$ cat config.mk
export PLATFORM = sky130hd
export DESIGN_NAME = sbuf_dual
export DESIGN_NICKNAME = d
export VERILOG_FILES = /design/src/rtl/sbuf_pkg.sv /design/src/rtl/sbuf_bank.sv /design/src/rtl/sbuf_ctrl.sv /design/src/rtl/sbuf_datapath.sv /design/src/rtl/sbuf_dual.sv
export SDC_FILE = /design/constraint.sdc
export NUM_CORES = 2
export LEC_CHECK = 0
export BUFFER_PORTS_ARGS = -buffer_cell sky130_fd_sc_hd__buf_2
export CAP_MARGIN = 40
export CORE_MARGIN = 2
export CORE_UTILIZATION = 51
export DETAILED_ROUTE_END_ITERATION = 8
export PLACE_DENSITY = 0.73
export SKIP_LAST_GASP = 1
export SYNTH_ARGS = -nofsm -noshare
export SYNTH_HDL_FRONTEND = slang
export SYNTH_MEMORY_MAX_BITS = 65536
export SYNTH_SLANG_ARGS = --single-unit
$ cat constraint.sdc
create_clock -name clk -period 9.5 [get_ports clk]
set_input_delay 0.475 -clock clk [delete_from_list [all_inputs] [get_ports clk]]
set_output_delay 0.475 -clock clk [all_outputs]
set_load 0.02 [all_outputs]
$ cat src/rtl/sbuf_pkg.sv
package sbuf_pkg;

  localparam int NUM_BUFS  = 2;
  localparam int OPC_BITS  = 8;
  localparam int SKIP_BITS = 15;
  localparam int TAIL_BITS = 8;

  localparam logic [7:0] OPC_WR_A     = 8'h84;
  localparam logic [7:0] OPC_WR_B     = 8'h87;
  localparam logic [7:0] OPC_RD_A     = 8'h54;
  localparam logic [7:0] OPC_RD_A_ALT = 8'hD4;
  localparam logic [7:0] OPC_RD_B     = 8'h56;
  localparam logic [7:0] OPC_RD_B_ALT = 8'hD6;

  typedef enum logic [2:0] {
    PH_OPC,
    PH_HDR,
    PH_WDATA,
    PH_RDATA,
    PH_SKIP
  } phase_e;

  typedef struct packed {
    logic       shiftEn;
    logic       wrEn;
    logic       bufSel;
    logic [2:0] bitIdx;
  } strobe_t;

endpackage

$ cat src/rtl/sbuf_bank.sv
module sbuf_bank #(
  parameter int DEPTH  = 264,
  parameter int ADDR_W = $clog2(DEPTH)
) (
  input  logic              clk,
  input  logic              we,
  input  logic [ADDR_W-1:0] addr,
  input  logic [7:0]        wdata,
  output logic [7:0]        rdata
);

  logic [7:0] mem [DEPTH];

  always_ff @(posedge clk) begin
    if (we) mem[addr] <= wdata;
  end

  assign rdata = mem[addr];

endmodule

$ cat src/rtl/sbuf_ctrl.sv
module sbuf_ctrl
  import sbuf_pkg::*;
#(
  parameter int BUF_BYTES = 264,
  parameter int ADDR_W    = $clog2(BUF_BYTES),
  parameter int RX_W      = (ADDR_W > 8) ? ADDR_W : 8
) (
  input  logic              clk,
  input  logic              rstN,
  input  logic              sck,
  input  logic              csN,
  input  logic              si,
  input  logic [RX_W-1:0]   rxWord,
  output logic              siBit,
  output strobe_t           stb,
  output logic [ADDR_W-1:0] addr,
  output phase_e            phase
);

  localparam int OPC_LAST  = OPC_BITS - 1;
  localparam int ADDR_LAST = OPC_BITS + SKIP_BITS + ADDR_W - 1;
  localparam int TAIL_LAST = ADDR_LAST + TAIL_BITS;
  localparam int CNT_W     = $clog2(TAIL_LAST + 1);
  localparam logic [ADDR_W-1:0] LAST_ADDR = ADDR_W'(BUF_BYTES - 1);

  logic              sckQ, sckPrev, csQ, siQ;
  phase_e            phaseQ;
  logic [CNT_W-1:0]  hdrCnt;
  logic [2:0]        bitCnt;
  logic [ADDR_W-1:0] addrQ;
  logic              bufQ, isRead, outTaken;

  logic              rise, fall;
  phase_e            decPhase;
  logic              decRead, decBuf;
  logic [ADDR_W-1:0] nextAddr, startAddr, rxAddr;

  assign rise = sckQ & ~sckPrev;
  assign fall = ~sckQ & sckPrev;

  // command byte decode
  always_comb begin
    decPhase = PH_SKIP;
    decRead  = 1'b0;
    decBuf   = 1'b0;
    case (rxWord[7:0])
      OPC_WR_A: decPhase = PH_HDR;
      OPC_WR_B: begin
        decPhase = PH_HDR;
        decBuf   = 1'b1;
      end
      OPC_RD_A, OPC_RD_A_ALT: begin
        decPhase = PH_HDR;
        decRead  = 1'b1;
      end
      OPC_RD_B, OPC_RD_B_ALT: begin
        decPhase = PH_HDR;
        decRead  = 1'b1;
        decBuf   = 1'b1;
      end
      default: ;
    endcase
  end

  assign rxAddr    = rxWord[ADDR_W-1:0];
  assign startAddr = (32'(rxAddr) >= BUF_BYTES) ? '0 : rxAddr;
  assign nextAddr  = (addrQ == LAST_ADDR) ? '0 : addrQ + ADDR_W'(1);

  always_ff @(posedge clk or negedge rstN) begin
    if (!rstN) begin
      sckQ     <= 1'b0;
      sckPrev  <= 1'b0;
      csQ      <= 1'b1;
      siQ      <= 1'b0;
      phaseQ   <= PH_OPC;
      hdrCnt   <= '0;
      bitCnt   <= '0;
      addrQ    <= '0;
      bufQ     <= 1'b0;
      isRead   <= 1'b0;
      outTaken <= 1'b0;
    end else begin
      sckQ    <= sck;
      sckPrev <= sckQ;
      csQ     <= csN;
      siQ     <= si;
      if (csQ) begin
        phaseQ   <= PH_OPC;
        hdrCnt   <= '0;
        bitCnt   <= '0;
        outTaken <= 1'b0;
      end else if (rise) begin
        case (phaseQ)
          PH_OPC: begin
            hdrCnt <= hdrCnt + CNT_W'(1);
            if (hdrCnt == CNT_W'(OPC_LAST)) begin
              phaseQ <= decPhase;
              isRead <= decRead;
              bufQ   <= decBuf;
            end
          end
          PH_HDR: begin
            hdrCnt <= hdrCnt + CNT_W'(1);
            if (hdrCnt == CNT_W'(ADDR_LAST)) begin
              addrQ <= startAddr;
              if (!isRead) begin
                phaseQ <= PH_WDATA;
                bitCnt <= '0;
              end
            end
            if (isRead && hdrCnt == CNT_W'(TAIL_LAST)) begin
              phaseQ   <= PH_RDATA;
              bitCnt   <= '0;
              outTaken <= 1'b0;
            end
          end
          PH_WDATA: begin
            bitCnt <= bitCnt + 3'd1;
            if (bitCnt == 3'd7) addrQ <= nextAddr;
          end
          PH_RDATA: outTaken <= 1'b1;
          default: ;
        endcase
      end else if (fall && phaseQ == PH_RDATA && outTaken) begin
        // host has sampled the current bit: present the next one
        outTaken <= 1'b0;
        bitCnt   <= bitCnt + 3'd1;
        if (bitCnt == 3'd7) addrQ <= nextAddr;
      end
    end
  end

  assign stb.shiftEn = rise & ~csQ;
  assign stb.wrEn    = rise & ~csQ & (phaseQ == PH_WDATA) & (bitCnt == 3'd7);
  assign stb.bufSel  = bufQ;
  assign stb.bitIdx  = bitCnt;

  assign siBit = siQ;
  assign addr  = addrQ;
  assign phase = phaseQ;

endmodule

$ cat src/rtl/sbuf_datapath.sv
module sbuf_datapath
  import sbuf_pkg::*;
#(
  parameter int BUF_BYTES = 264,
  parameter int ADDR_W    = $clog2(BUF_BYTES),
  parameter int RX_W      = (ADDR_W > 8) ? ADDR_W : 8
) (
  input  logic              clk,
  input  logic              rstN,
  input  logic              siBit,
  input  strobe_t           stb,
  input  logic [ADDR_W-1:0] addr,
  output logic [RX_W-1:0]   rxWord,
  output logic              soBit
);

  logic [RX_W-2:0] shiftReg;
  logic [7:0]      rdData [NUM_BUFS];
  logic [7:0]      soByte;

  always_ff @(posedge clk or negedge rstN) begin
    if (!rstN)            shiftReg <= '0;
    else if (stb.shiftEn) shiftReg <= rxWord[RX_W-2:0];
  end

  assign rxWord = {shiftReg, siBit};

  for (genvar g = 0; g < NUM_BUFS; g++) begin : gBank
    logic bankWe;
    assign bankWe = stb.wrEn && (stb.bufSel == 1'(g));
    sbuf_bank #(
      .DEPTH (BUF_BYTES),
      .ADDR_W(ADDR_W)
    ) u_bank (
      .clk  (clk),
      .we   (bankWe),
      .addr (addr),
      .wdata(rxWord[7:0]),
      .rdata(rdData[g])
    );
  end

  assign soByte = rdData[stb.bufSel];
  assign soBit  = soByte[3'd7 - stb.bitIdx];

endmodule

$ cat src/rtl/sbuf_dual.sv
module sbuf_dual
  import sbuf_pkg::*;
#(
  parameter int BUF_BYTES = 264
) (
  input  logic clk,
  input  logic rst_n,
  input  logic sck,
  input  logic cs_n,
  input  logic si,
  output logic so,
  output logic so_en
);

  localparam int ADDR_W = $clog2(BUF_BYTES);
  localparam int RX_W   = (ADDR_W > 8) ? ADDR_W : 8;

  strobe_t           ctl;
  phase_e            phase;
  logic [ADDR_W-1:0] addr;
  logic [RX_W-1:0]   rxWord;
  logic              siBit, dpSo;

  sbuf_ctrl #(
    .BUF_BYTES(BUF_BYTES),
    .ADDR_W   (ADDR_W),
    .RX_W     (RX_W)
  ) u_ctrl (
    .clk   (clk),
    .rstN  (rst_n),
    .sck   (sck),
    .csN   (cs_n),
    .si    (si),
    .rxWord(rxWord),
    .siBit (siBit),
    .stb   (ctl),
    .addr  (addr),
    .phase (phase)
  );

  sbuf_datapath #(
    .BUF_BYTES(BUF_BYTES),
    .ADDR_W   (ADDR_W),
    .RX_W     (RX_W)
  ) u_dp (
    .clk   (clk),
    .rstN  (rst_n),
    .siBit (siBit),
    .stb   (ctl),
    .addr  (addr),
    .rxWord(rxWord),
    .soBit (dpSo)
  );

  assign so_en = (phase == PH_RDATA);
  assign so    = so_en & dpSo;

endmodule

==> run metrics <==
Critical Path Source=u_ctrl.addr[1]; initial antenna violation count=36; post-synthesis sequential area ratio=77.2%; Num Clock Sinks=4260; initial drt markers=15.8k; effective utilization at floorplan=51.2%; Setup TNS=0 ns; Clock transition at path regs=0.06 ns; Detail Placement HPWL=314 mm; endpoints failing setup=0; Num CTS Buffers=407; Netlist cell types=76; syn avg cell area=21.2 um2; clk root buf=clkbuf_16; CORE AREA=0.323 mm2; critical path type=flop to output pin; most frequent cells in the layout=edfxtp_1, mux4_2, nor2_1, clkbuf_16, buf_4; layout cells sized above 1=24.9%; Max Clock Skew=0.0753 ns; crit share post-route=79.4%; Antenna Nets Post-Route=0; slew margin rel.=3.23%; Setup Buffers After CTS=0; R2R setup slack=4.48 ns; Synth Warn #=0; number of max-cap violations=0; first-pass GRT wire length=685 mm; register bit total from synthesis=4260; drt total wl=497 mm; Worst Path Arrival=7.07 ns; GRT overflow=0; vias=87.9k; vias in the first global route=85.4k; Peak supply drop=0.000268 V; LEAKAGE=58.0 nW; mux share of post-synthesis cell area=15.7%; CTS H-Tree Depth=5; Total Nets Final=8125; Pre-Repair DR Iteration Count=9; largest net degree at the start of global routing=227; most common cell after layout, fill and taps aside=edfxtp_1; post-synthesis xor/xnor area fraction=0.0265%; crit start category=flop; Hold Fails Final Rpt=0; Worst-Margin Slew=1.45 ns; clk buf depth=4; Port Buf Inserts=6; R2R Path Start=u_ctrl.addr[3]; TritonCTS clock tree=done; critical path capture point=so; post-synthesis simple-gate area fraction=2.95%; Power Density=267 mW/mm2; crit path time final=7.54 ns; f_max=133 MHz; Synth Net Count=7800; count of flip-flops with a built-in enable after synthesis=4224; Critical Path Fanout Max=49; RSZ-0062 raised after global routing=no; # rows=209; main combinational cell family by area after synthesis=multiplexers; Crit path required time=9.03 ns; IO Pins=7; post-synthesis adder-cell area fraction=0.0529%; Synth Flop Type=edfxtp_1; Hold Crit Class=primary input to asynchronous set/reset pin; violated checks=design-rule violations; crit path cell chain=buf_4 > buf_4 > mux4_2 > a31o_2 > a2111oi_0 > nand4_1 > nor4_1 > o211ai_1 > a32oi_1 > o31ai_1 > buf_4 > buf_4 > buf_2; Die X=574 um; worst reg2reg path endpoint=u_dp.gBank[1].u_bank.mem[77][5]; reg2reg path depth=6; Synth Instances=7788; Area Overhead vs Synth=12.3%; CP max stage cell=dfrtp_4; WHS=0.130 ns; die height=574 um; Mapped Area=0.165 mm2; die area=0.329 mm2; FFs w/ async S/R, synth=0.845%; RD Place Congestion=1.07; clk_lat worst skew=1.01 ns; most used cell, CP=buf_4; compound-cell area share of the yosys netlist=2.53%; gr usage total=29.9%; filler instances=22.7k; Routed WL per cell=38.9 um; Worst setup EP type=output pin; outcome=finished with violations; Slew Viols, Final=0; CP peak stage delay=1.02 ns; Residual DRC=3; Vias/cell=6.87
## stage by stage
step	setup WS (ns)	total power, mW	util [%]	instance area [um2]	instances
after floorplan	1.11	29.7	-	165000	7788
after global placement	2.81	32.9	52.8	171000	11900
after detailed placement	3.38	33.4	53.2	172000	12000
after CTS	2.30	49.3	57.4	186000	12800
after global routing	2.05	50.5	57.4	186000	12800
final	1.96	49.7	57.4	186000	12800
## final cells by class
type	count	area, um2	area share [%]
Clock buffer	491	10500	5.67
Sequential cell	4260	128000	68.8
Timing Repair Buffer	390	3710	2.00
Antenna cell	19	47.5	0.0256
Inverter	15	75.1	0.0404
Clock inverter	257	2780	1.49
Tap cell	4325	5410	2.91
Multi-Input combinational cell	3039	35500	19.1
## synth_stat cells, types with 13 or more instances
cell type	number	area, um2
buf_2	162	811
mux4_2	1034	23300
nand4_1	46	288
nand2b_1	13	81.3
nand2_1	191	717
a221oi_1	35	307
nor3_1	33	165
nor2b_1	14	87.6
a22oi_1	134	1010
nor4_1	16	100
buf_6	34	383
buf_4	53	398
edfxtp_1	4224	127000
mux2i_1	241	2410
a31oi_1	32	200
nand3_1	122	611
mux2_2	31	349
o22ai_1	59	369
a211oi_1	15	113
a32oi_1	28	245
o21ai_0	70	350
dfrtp_1	35	876
a21oi_1	102	510
and3_1	21	131
clkbuf_1	183	687
buf_1	42	158
nor2_1	616	2310
a22o_1	16	140
## sequential cells by signal, indices dropped and copies added (netlist names)
| register | flops |
|---|---|
| u_ctrl.siBit | 1 |
| u_ctrl.isRead | 1 |
| u_ctrl.bufQ | 1 |
| u_ctrl.bitCnt | 3 |
| u_ctrl.sckPrev | 1 |
| u_ctrl.addr | 9 |
| u_dp.shiftReg | 8 |
| u_ctrl.phase | 3 |
| u_ctrl.csQ | 1 |
| u_ctrl.sckQ | 1 |
| u_ctrl.hdrCnt | 6 |
| u_ctrl.outTaken | 1 |
| u_dp.gBank.u_bank.mem | 4224 |
## timing repair
action,CTS,global route
gates resized for setup,0,0
endpoints found under the hold margin,39,0
hold buffers,4,0
## layer usage
metal	vias to the layer above	global-route usage [%]	share of wire (%)
met3	1540	9.81	14
li1	33300	-	-
met1	45700	39.2	34
met4	32	18.0	7.4
met5	-	0.0726	0.042
met2	7337	43.7	44
## critical path, delay by kind of cell, from the launching register on
kind,cells,cell delay (ns)
buffers and inverters,5,1.79
multiplexers,1,0.54
flip-flops,1,1.02
AO/OA/AOI/OAI,5,1.64
AND/OR/NAND/NOR,2,0.98
## power breakdown
part | switching (mW) | internal, mW | leakage [nW] | total (mW)
Clock | 7.14 | 9.15 | 6.46 | 16.3
Combinational | 7.31 | 3.09 | 12.9 | 10.4
Sequential | 0.321 | 22.7 | 38.7 | 23.0
## worst min-delay path by stage
stage	to	slack, ns	cells after the start
after global routing	u_ctrl.siBit	0.17	3
final	u_ctrl.siBit	0.13	3
after CTS	u_ctrl.siBit	0.11	3
after floorplan	u_ctrl.addr[0]	0.18	0
after global placement	u_ctrl.sckPrev	0.42	0
after detailed placement	u_ctrl.sckPrev	0.41	0
## cell families (layout without fill, tap and decap cells)
logic type      Yosys count  count (layout)
simple gates           1122            1122
compound gates          599             599
buf+inv                 489            1153
xor+xnor                  5               5
fa+ha+maj                 7               7
other cells               0              19
mux                    1306            1306
flops                  4260            4260
No activity file was read; power rests on OpenSTA's default activity.
